==> config.mk <==
export PLATFORM = sky130hd
export DESIGN_NAME = bbpll_loop_filter
export DESIGN_NICKNAME = d
export VERILOG_FILES = /design/src/rtl/bbpll_lf_pkg.sv /design/src/rtl/bbpll_pi_core.sv /design/src/rtl/bbpll_coarse_acq.sv /design/src/rtl/bbpll_therm.sv /design/src/rtl/bbpll_loop_filter.sv
export SDC_FILE = /design/constraint.sdc
export NUM_CORES = 1
export LEC_CHECK = 0
export CAP_MARGIN = 25
export CELL_PAD_IN_SITES_DETAIL_PLACEMENT = 1
export CELL_PAD_IN_SITES_GLOBAL_PLACEMENT = 2
export CORE_ASPECT_RATIO = 1.4
export CORE_UTILIZATION = 20
export CTS_BUF_LIST = sky130_fd_sc_hd__clkbuf_4 sky130_fd_sc_hd__clkbuf_8 sky130_fd_sc_hd__clkbuf_16
export DETAILED_ROUTE_END_ITERATION = 16
export PLACE_DENSITY = 0.94
export SLEW_MARGIN = 20
export SYNTH_ARGS = -nofsm -noshare
export SYNTH_HDL_FRONTEND = slang
export SYNTH_SLANG_ARGS = --single-unit
==> constraint.sdc <==
create_clock -name clk_i -period 7.6 [get_ports clk_i]
set_input_delay 1.52 -clock clk_i [delete_from_list [all_inputs] [get_ports clk_i]]
set_output_delay 1.52 -clock clk_i [all_outputs]
set_load 0.01 [all_outputs]
==> src/rtl/bbpll_lf_pkg.sv <==
package bbpll_lf_pkg;
  function automatic int clamp_int(int v, int lo, int hi);
    if (v < lo) return lo;
    if (v > hi) return hi;
    return v;
  endfunction
endpackage

==> src/rtl/bbpll_pi_core.sv <==
module bbpll_pi_core #(
  parameter int FINE_W = 8,
  parameter int KP     = 4,
  parameter int KI     = 1
) (
  input  logic              clk_i,
  input  logic              rst_ni,
  input  logic              tick_i,
  input  logic              late_i,
  input  logic              recentre_i,
  output logic [FINE_W-1:0] fine_n_o,
  output logic [FINE_W-1:0] fine_o
);
  import bbpll_lf_pkg::*;
  localparam int MAXV = (1 << FINE_W) - 1;
  localparam int MID  = 1 << (FINE_W - 1);

  logic [FINE_W-1:0] integ_q, integ_n;

  always_comb begin
    int si, sf;
    si = int'(integ_q) + (late_i ? KI : -KI);
    integ_n = FINE_W'(clamp_int(si, 0, MAXV));
    sf = int'(integ_n) + (late_i ? KP : -KP);
    fine_n_o = FINE_W'(clamp_int(sf, 0, MAXV));
  end

  always_ff @(posedge clk_i or negedge rst_ni) begin
    if (!rst_ni) begin
      integ_q <= FINE_W'(MID);
      fine_o  <= FINE_W'(MID);
    end else if (tick_i) begin
      if (recentre_i) begin
        integ_q <= FINE_W'(MID);
        fine_o  <= FINE_W'(MID);
      end else begin
        integ_q <= integ_n;
        fine_o  <= fine_n_o;
      end
    end
  end

  assert_integ_up_R3: assert property (@(posedge clk_i) disable iff (!rst_ni)
    (tick_i && !recentre_i && late_i) |=> (integ_q >= $past(integ_q)));
  assert_integ_dn_R3: assert property (@(posedge clk_i) disable iff (!rst_ni)
    (tick_i && !recentre_i && !late_i) |=> (integ_q <= $past(integ_q)));
  assert_hold_R2: assert property (@(posedge clk_i) disable iff (!rst_ni)
    !tick_i |=> $stable(fine_o));
endmodule

==> src/rtl/bbpll_coarse_acq.sv <==
module bbpll_coarse_acq #(
  parameter int FINE_W      = 8,
  parameter int COARSE_W    = 7,
  parameter int SAT_CYCLES  = 16,
  parameter int COARSE_INIT = 64
) (
  input  logic                clk_i,
  input  logic                rst_ni,
  input  logic                tick_i,
  input  logic                lock_i,
  input  logic [FINE_W-1:0]   fine_n_i,
  output logic [COARSE_W-1:0] coarse_o,
  output logic                recentre_o
);
  localparam int CW   = $clog2(SAT_CYCLES + 1);
  localparam int FMAX = (1 << FINE_W) - 1;
  localparam int CMAX = (1 << COARSE_W) - 1;

  logic [CW-1:0] cnt_q, run_n;
  logic          dir_q, pin_hi, pin_lo, pinned, full, can_move;

  always_comb begin
    pin_hi   = fine_n_i == FINE_W'(FMAX);
    pin_lo   = fine_n_i == '0;
    pinned   = pin_hi || pin_lo;
    run_n    = (cnt_q != '0 && dir_q == pin_hi) ? cnt_q + 1'b1 : CW'(1);
    full     = run_n == CW'(SAT_CYCLES);
    can_move = pin_hi ? (coarse_o != COARSE_W'(CMAX)) : (coarse_o != '0);
    recentre_o = tick_i && !lock_i && pinned && full && can_move;
  end

  always_ff @(posedge clk_i or negedge rst_ni) begin
    if (!rst_ni) begin
      cnt_q    <= '0;
      dir_q    <= 1'b0;
      coarse_o <= COARSE_W'(COARSE_INIT);
    end else if (tick_i) begin
      if (lock_i || !pinned) begin
        cnt_q <= '0;
      end else begin
        dir_q <= pin_hi;
        cnt_q <= full ? '0 : run_n;
        if (recentre_o) coarse_o <= pin_hi ? coarse_o + 1'b1 : coarse_o - 1'b1;
      end
    end
  end

  assert_lock_freeze_R8: assert property (@(posedge clk_i) disable iff (!rst_ni)
    lock_i |=> $stable(coarse_o));
  assert_coarse_unit_R7: assert property (@(posedge clk_i) disable iff (!rst_ni)
    (coarse_o != $past(coarse_o)) |->
      (int'(coarse_o) == int'($past(coarse_o)) + 1 || int'(coarse_o) == int'($past(coarse_o)) - 1));
endmodule

==> src/rtl/bbpll_therm.sv <==
module bbpll_therm #(
  parameter int FINE_W = 8
) (
  input  logic [FINE_W-1:0]        fine_i,
  output logic [(1<<FINE_W)-1:0]   therm_o
);
  localparam int LEVELS = 1 << FINE_W;
  for (genvar k = 0; k < LEVELS; k++) begin : g_bit
    assign therm_o[k] = int'(fine_i) > k;
  end
endmodule

==> src/rtl/bbpll_loop_filter.sv <==
module bbpll_loop_filter #(
  parameter int FINE_W      = 8,
  parameter int COARSE_W    = 7,
  parameter int KP          = 4,
  parameter int KI          = 1,
  parameter int SAT_CYCLES  = 16,
  parameter int COARSE_INIT = 64
) (
  input  logic                   clk_i,
  input  logic                   rst_ni,
  input  logic                   ref_tick_i,
  input  logic                   phase_late_i,
  input  logic                   lock_i,
  output logic [FINE_W-1:0]      fine_code_o,
  output logic [(1<<FINE_W)-1:0] fine_therm_o,
  output logic [COARSE_W-1:0]    coarse_o
);
  localparam int MID = 1 << (FINE_W - 1);

  logic [FINE_W-1:0] fine_n;
  logic              recentre;

  bbpll_pi_core #(.FINE_W(FINE_W), .KP(KP), .KI(KI)) u_core (
    .clk_i, .rst_ni, .tick_i(ref_tick_i), .late_i(phase_late_i),
    .recentre_i(recentre), .fine_n_o(fine_n), .fine_o(fine_code_o)
  );

  bbpll_coarse_acq #(.FINE_W(FINE_W), .COARSE_W(COARSE_W),
                     .SAT_CYCLES(SAT_CYCLES), .COARSE_INIT(COARSE_INIT)) u_acq (
    .clk_i, .rst_ni, .tick_i(ref_tick_i), .lock_i, .fine_n_i(fine_n),
    .coarse_o, .recentre_o(recentre)
  );

  bbpll_therm #(.FINE_W(FINE_W)) u_therm (.fine_i(fine_code_o), .therm_o(fine_therm_o));

  assert_therm_count_R5: assert property (@(posedge clk_i) disable iff (!rst_ni)
    $countones(fine_therm_o) == int'(fine_code_o));
  assert_step_recentres_R6: assert property (@(posedge clk_i) disable iff (!rst_ni)
    (coarse_o != $past(coarse_o)) |-> (int'(fine_code_o) == MID));
endmodule

==> impl_metrics.py, run 1 <==
metrics = {
    "final_layout": {
        "ff_latch_area_um2": 729,
        "layout-drive-gt1-share": 0.225,
        "fill_cells": 3040,
        "multi_input_area_um2": 4550,
        "diodes": 0,
        "design_area_um2": 9850,
        "final_nets": 1178,
        "area_growth_pct": 93.1,
    },
    "synthesis": {
        "synth_fp_nets": 832,
        "synthCells": 784,
        "synth.top_cell.area_share": 0.128,
        "yosysTopAreaCell": "dfrtp_1",
        "synth_most_common_cell": "o21ai_0",
        "ys.flop_type": "dfrtp_1",
        "yosys.cell_types.count": 76,
        "ys_seq_area_frac": 0.143,
        "ys_async_sr_fraction": 1.00,
        "postSynthAreaPerCell_um2": 6.50,
        "syn_area_um2": 5100,
        "ys_top_cells_by_area": "dfrtp_1, o21ai_0, ha_1",
        "synthTopCellsByCount": "o21ai_0, nand2_1, nor2_1",
        "synth-warning-count": 0,
        "synth_edf_count": 0,
        "ys_ff_latch": 29,
    },
    "pwr": {
        "vdd_drop_max_mv": 0.102,
        "power.switching_uw": 708,
        "p_clk_frac": 0.132,
        "switching_share": 0.455,
        "power_frac_seq": 0.136,
        "combPwrFrac": 0.732,
        "power_density_nw_per_um2": 158,
        "p_leak_uw": 0.00390,
        "internal_power_uw": 848,
    },
    "critical_path": {
        "cp_max_fo": 5,
        "crit_buf_inv": 8,
        "r2r_start": "u_core.integ_q[7]$_DFFE_PN1P_",
        "path_depth": 40,
        "path_delay_family": "simple AND/OR/NAND/NOR gates",
        "startpoint_type": "input port",
        "criticalPathCategory": "input port to flip-flop",
        "crit_required_ns": 7.80,
        "cp-end-kind": "flip-flop",
        "reg2reg_setup_slack_ns": 0.57,
        "reg2regPathDepth": 38,
        "crit_path_top_delay_cell": "fa_2",
        "r2r_end": "u_acq.coarse_o[6]$_DFFE_PN1P_",
        "max_stage_delay_ns": 0.38,
        "cp.arrival_ns": 8.20,
    },
    "placed_design": {
        "routabilityCongestion": 0.992,
        "port_buffers": 274,
        "dpl.hpwl_um": 25000,
        "dpl-instance-area_um2": 8940,
    },
    "routing": {
        "vias_per_cell": 5.23,
        "ant_nets": 0,
        "post-route-drc-count": 0,
        "vias": 7559,
        "drt_pass1_iterations": 6,
        "wl_per_cell_um": 23.5,
        "wl_um": 34000,
        "drt_iter0_drc": 362,
    },
    "sta": {
        "finalHoldViolCount": 0,
        "tightest_slew_ns": 1.19,
        "post-route-min-period_ns": 8.00,
        "slew_headroom": 0.204,
        "skew_ns": 0.00301,
        "finalSetupViolCount": 27,
        "drv_slew": 0,
        "rsz0062_at_grt": "yes",
        "fin_tns_setup_ns": -3.79,
        "max_freq_ghz": 0.125,
        "final.period_utilization": 1.05,
        "finalWorstSetupSlack_ns": -0.402,
    },
    "clocking": {
        "cts_sinks": 29,
        "cts_buffers": 5,
        "cts.clk_slew.worst_paths_ns": 0.05,
        "tritoncts": "yes",
        "cts_root_buf": "clkbuf_16",
        "htreeDepth": 2,
        "cts_hold_buf": 0,
        "cts_buffer_depth": 2,
        "clock_latency_ns": 0.27,
    },
    "hold_path": {
        "hp-class": "flip-flop to flip-flop",
        "hold_start": "u_acq.coarse_o[6]$_DFFE_PN1P_",
        "min_path_cells": 1,
        "whs_endpoint": "u_acq.coarse_o[6]$_DFFE_PN1P_",
    },
    "floorplan": {
        "io_pins": 276,
        "initial_core_util": 0.205,
        "die_area_um2": 26200,
        "fp.dieH_um": 191,
        "die_w_um": 137,
        "core_area_um2": 24800,
        "rows": 68,
    },
    "outcome": {
        "violations": "negative setup slack",
        "run_status": "finished with violations",
    },
    "global_route": {
        "antenna_found_initial": 0,
        "grt_overflow": 0,
        "grt_pass1_wl_um": 47000,
        "track_usage": 0.239,
        "grt_pass1_vias": 7635,
        "grt_max_degree": 56,
    },
    "job": {
        "maxCapViolCount": 0,
    },
}
==> placed cells by master (no fill, tap or decap), types with 7 or more instances in the layout <==
cell type and count:
a21o_1 9, a21oi_1 61, a21oi_2 9, a31oi_1 9, buf_4 128, buf_6 7
clkdlybuf4s50_1 273, dfrtp_1 26, ha_1 22, ha_4 17, inv_1 42, nand2_1 88
nand3_1 13, nor2_1 75, nor3_1 22, o211ai_1 7, o21ai_0 126, o2bb2ai_2 8
xnor2_1 11, xor2_1 7
==> flip-flops by register name, indices dropped and copies added (netlist names) <==
| signal | count |
|---|---|
| u_acq.cnt_q | 5 |
| u_core.integ_q | 8 |
| u_core.fine_o | 8 |
| u_acq.coarse_o | 7 |
| u_acq.dir_q | 1 |
==> worst max path at each step <==
| stage | slack, ns | to | from |
|---|---|---|---|
| floorplan | -0.60 | u_acq.coarse_o[6]$_DFFE_PN1P_ | phase_late_i |
| global placement | -0.73 | u_acq.coarse_o[6]$_DFFE_PN1P_ | phase_late_i |
| detailed placement | -1.05 | u_acq.coarse_o[6]$_DFFE_PN1P_ | phase_late_i |
| CTS | -0.24 | u_acq.coarse_o[6]$_DFFE_PN1P_ | phase_late_i |
| global route | -0.76 | u_acq.coarse_o[6]$_DFFE_PN1P_ | phase_late_i |
| finish | -0.40 | u_acq.coarse_o[6]$_DFFE_PN1P_ | phase_late_i |
==> through the flow <==
step	total power [uW]	hold slack [ns]	std cells	setup slack [ns]	util
final	1560	0.532	1446	-0.402	0.396
after global routing	1640	0.556	1446	-0.759	0.396
after CTS	1500	0.553	1432	-0.239	0.382
after detailed placement	1250	0.522	1405	-1.05	0.360
after global placement	1230	0.518	1405	-0.732	0.360
after floorplan	665	0.506	784	-0.597	-
==> layout make-up <==
type                    count  share of cell area
clock buffers               8              0.0156
inverters                  51              0.0208
multi-input cells         633               0.462
flip-flops and latches     29              0.0741
well taps                 315              0.0400
repair buffers            410               0.387
==> power by group through the flow <==
stage	clock network [uW]	registers, uW	logic [uW]
floorplan	0	187	478
global placement	0	211	1020
detailed placement	0	211	1040
CTS	207	209	1080
global route	215	214	1210
finish	206	212	1140
==> worst reg2reg max path, delay by kind of cell (launching register included) <==
kind	cells	cell delay, ns
compound gates	13	2.35
xor+xnor	2	0.26
fa+ha+maj	5	1.34
buf+inv	8	0.75
flops	1	0.60
simple gates	10	1.63
==> routing by layer <==
| metal | up-vias | track usage | share of wire |
|---|---|---|---|
| met3 | 71 | 0.0353 | 0.067 |
| met5 | - | 0 | 0 |
| met2 | 342 | 0.456 | 0.54 |
| met4 | 0 | 0.0676 | 0.030 |
| met1 | 3680 | 0.267 | 0.37 |
| li1 | 3466 | - | - |
==> cell families (layout without fill, tap and decap cells) <==
logic type,count (synthesis),in the layout,synth area share
AOI/OAI and AO/OA,310,310,0.379
and+or+nand+nor,254,254,0.227
buffers and inverters,122,469,0.0937
adders and majority gates,43,43,0.110
DFF,29,29,0.143
xor gates and xnor gates,21,21,0.0375
muxes,4,4,0.00908
other,1,1,0.000735
==> what timing repair did <==
action,CTS,global route
pin swaps,39,55
buffers inserted,17,15
cloned,2,0
setup endpoints to repair,28,28
gates resized for setup,48,44
Note: power is estimated with default switching activity, not from simulation.
==> run 2: changes to the inputs <==
--- a/config.mk
+++ b/config.mk
@@ -9,11 +9,11 @@
 export CELL_PAD_IN_SITES_DETAIL_PLACEMENT = 1
 export CELL_PAD_IN_SITES_GLOBAL_PLACEMENT = 2
 export CORE_ASPECT_RATIO = 1.4
+export CORE_MARGIN = 3
 export CORE_UTILIZATION = 20
 export CTS_BUF_LIST = sky130_fd_sc_hd__clkbuf_4 sky130_fd_sc_hd__clkbuf_8 sky130_fd_sc_hd__clkbuf_16
 export DETAILED_ROUTE_END_ITERATION = 16
 export PLACE_DENSITY = 0.94
-export SLEW_MARGIN = 20
 export SYNTH_ARGS = -nofsm -noshare
 export SYNTH_HDL_FRONTEND = slang
 export SYNTH_SLANG_ARGS = --single-unit
==> impl_metrics.py, run 2 (synthesis results as in run 1) <==
metrics = {
    "critical_path": {
        "max_stage_delay_ns": 0.36,
        "path_delay_family": "compound AO/OA/AOI/OAI gates",
        "crit_buf_inv": 9,
        "cp.arrival_ns": 8.19,
        "criticalPathCategory": "input port to flip-flop",
        "crit_required_ns": 7.81,
        "cp_common_cell": "a21oi_2",
        "startpoint_type": "input port",
        "cp_max_fo": 5,
        "cp-end-kind": "flip-flop",
        "crit_path_top_delay_cell": "fa_2",
    },
    "clocking": {
        "tritoncts": "yes",
        "clock_latency_ns": 0.28,
        "cts_buffers": 5,
        "cts_hold_buf": 0,
        "cts_root_buf": "clkbuf_16",
        "cts.clk_slew.worst_paths_ns": 0.05,
        "cts_buffer_depth": 2,
        "htreeDepth": 2,
        "cts_sinks": 29,
    },
    "floorplan": {
        "initial_core_util": 0.205,
        "core_area_um2": 24800,
        "die_area_um2": 27500,
        "io_pins": 276,
        "rows": 68,
        "die_w_um": 141,
        "fp.dieH_um": 195,
    },
    "routing": {
        "post-route-drc-count": 0,
        "vias_per_cell": 5.32,
        "ant_nets": 0,
        "vias": 7715,
        "drt_iter0_drc": 467,
        "wl_um": 34600,
        "wl_per_cell_um": 23.8,
        "drt_pass1_iterations": 5,
    },
    "final_layout": {
        "layout-drive-gt1-share": 0.231,
        "design_area_um2": 9940,
        "diodes": 0,
        "fin_cells": 1451,
        "area_growth_pct": 94.8,
        "final_common_cell": "clkdlybuf4s50_1",
        "fin_util": 0.400,
        "final_nets": 1183,
        "final_cell_mix": "clkdlybuf4s50_1, o21ai_0, buf_4",
        "fill_cells": 3047,
        "reg.largest.list": "u_core.fine_o: 8 flops, u_core.integ_q: 8 flops, u_acq.coarse_o: 7 flops",
    },
    "sta": {
        "drv_slew": 0,
        "rsz0062_at_grt": "yes",
        "whs_ns": 0.530,
        "tightest_slew_ns": 1.06,
        "finalWorstSetupSlack_ns": -0.383,
        "slew_headroom": 0.288,
        "finalSetupViolCount": 26,
        "final.period_utilization": 1.05,
        "finalHoldViolCount": 0,
        "post-route-min-period_ns": 7.98,
        "skew_ns": 0.00653,
        "max_freq_ghz": 0.125,
    },
    "placed_design": {
        "routabilityCongestion": 0.952,
        "dp_cells": 1407,
        "dpl-instance-area_um2": 8950,
        "port_buffers": 274,
        "dpl.hpwl_um": 25800,
    },
    "global_route": {
        "track_usage": 0.232,
        "grt_overflow": 0,
        "antenna_found_initial": 0,
        "grt_pass1_wl_um": 50300,
        "grt_max_degree": 52,
        "grt_pass1_vias": 7995,
    },
    "hold_path": {
        "hp-class": "flip-flop to flip-flop",
    },
    "pwr": {
        "p_total_uw": 1590,
        "vdd_drop_max_mv": 0.105,
        "p_leak_uw": 0.00395,
        "power_density_nw_per_um2": 160,
    },
    "outcome": {
        "run_status": "finished with violations",
        "violations": "negative setup slack",
    },
    "job": {
        "maxCapViolCount": 0,
    },
}
[run 2: worst paths after layout]
kind / start / to / slack, ns / cells after the start
worst max-delay path: phase_late_i / u_acq.coarse_o[6]$_DFFE_PN1P_ / -0.38 / 39
worst min-delay path: u_acq.coarse_o[6]$_DFFE_PN1P_ / u_acq.coarse_o[6]$_DFFE_PN1P_ / 0.53 / 1
worst max register to register: u_core.integ_q[0]$_DFFE_PN0P_ / u_acq.coarse_o[6]$_DFFE_PN1P_ / 0.66 / 36
worst min register to register: u_acq.coarse_o[6]$_DFFE_PN1P_ / u_acq.coarse_o[6]$_DFFE_PN1P_ / 0.53 / 1
max in group asynchronous: rst_ni / u_acq.coarse_o[6]$_DFFE_PN1P_ / 5.64 / 2
min in group asynchronous: rst_ni / u_core.integ_q[5]$_DFFE_PN0P_ / 1.63 / 2
[run 2: area by class of cell]
class	instances	area, um2	area share
Multi-Input combinational cell	633	4530	0.455
Timing Repair Buffer	415	3910	0.394
Sequential cell	29	729	0.0734
Tap cell	315	394	0.0397
Inverter	51	205	0.0207
Clock buffer	5	125	0.0126
Clock inverter	3	46.3	0.00466
[run 2: report_power, final]
group / switching (uW) / total (uW) / internal (uW)
Combinational: 610 / 1160 / 545
Sequential: 36.6 / 204 / 168
Clock: 79.4 / 234 / 155
[run 2: metal layers]
metal / part of all wire / track usage
met1: 0.39 / 0.272
met2: 0.51 / 0.419
met3: 0.060 / 0.0404
met4: 0.044 / 0.0808
met5: 0 / 0
[run 2: through the flow]
| step | worst slack, ns | setup TNS [ns] |
|---|---|---|
| final | -0.383 | -5.11 |
| after global placement | -0.717 | -14.52 |
| after floorplan | -0.597 | -6.53 |
| after detailed placement | -1.15 | -24.08 |
| after global routing | -0.786 | -14.18 |
| after CTS | -0.215 | -0.405 |
[run 2: repair_timing]
item,CTS,global route
buffers inserted,24,15
gates resized for setup,40,63
setup endpoints to repair,29,28
hold endpoints to repair,0,0
pin swaps,42,73
gates cloned,2,0
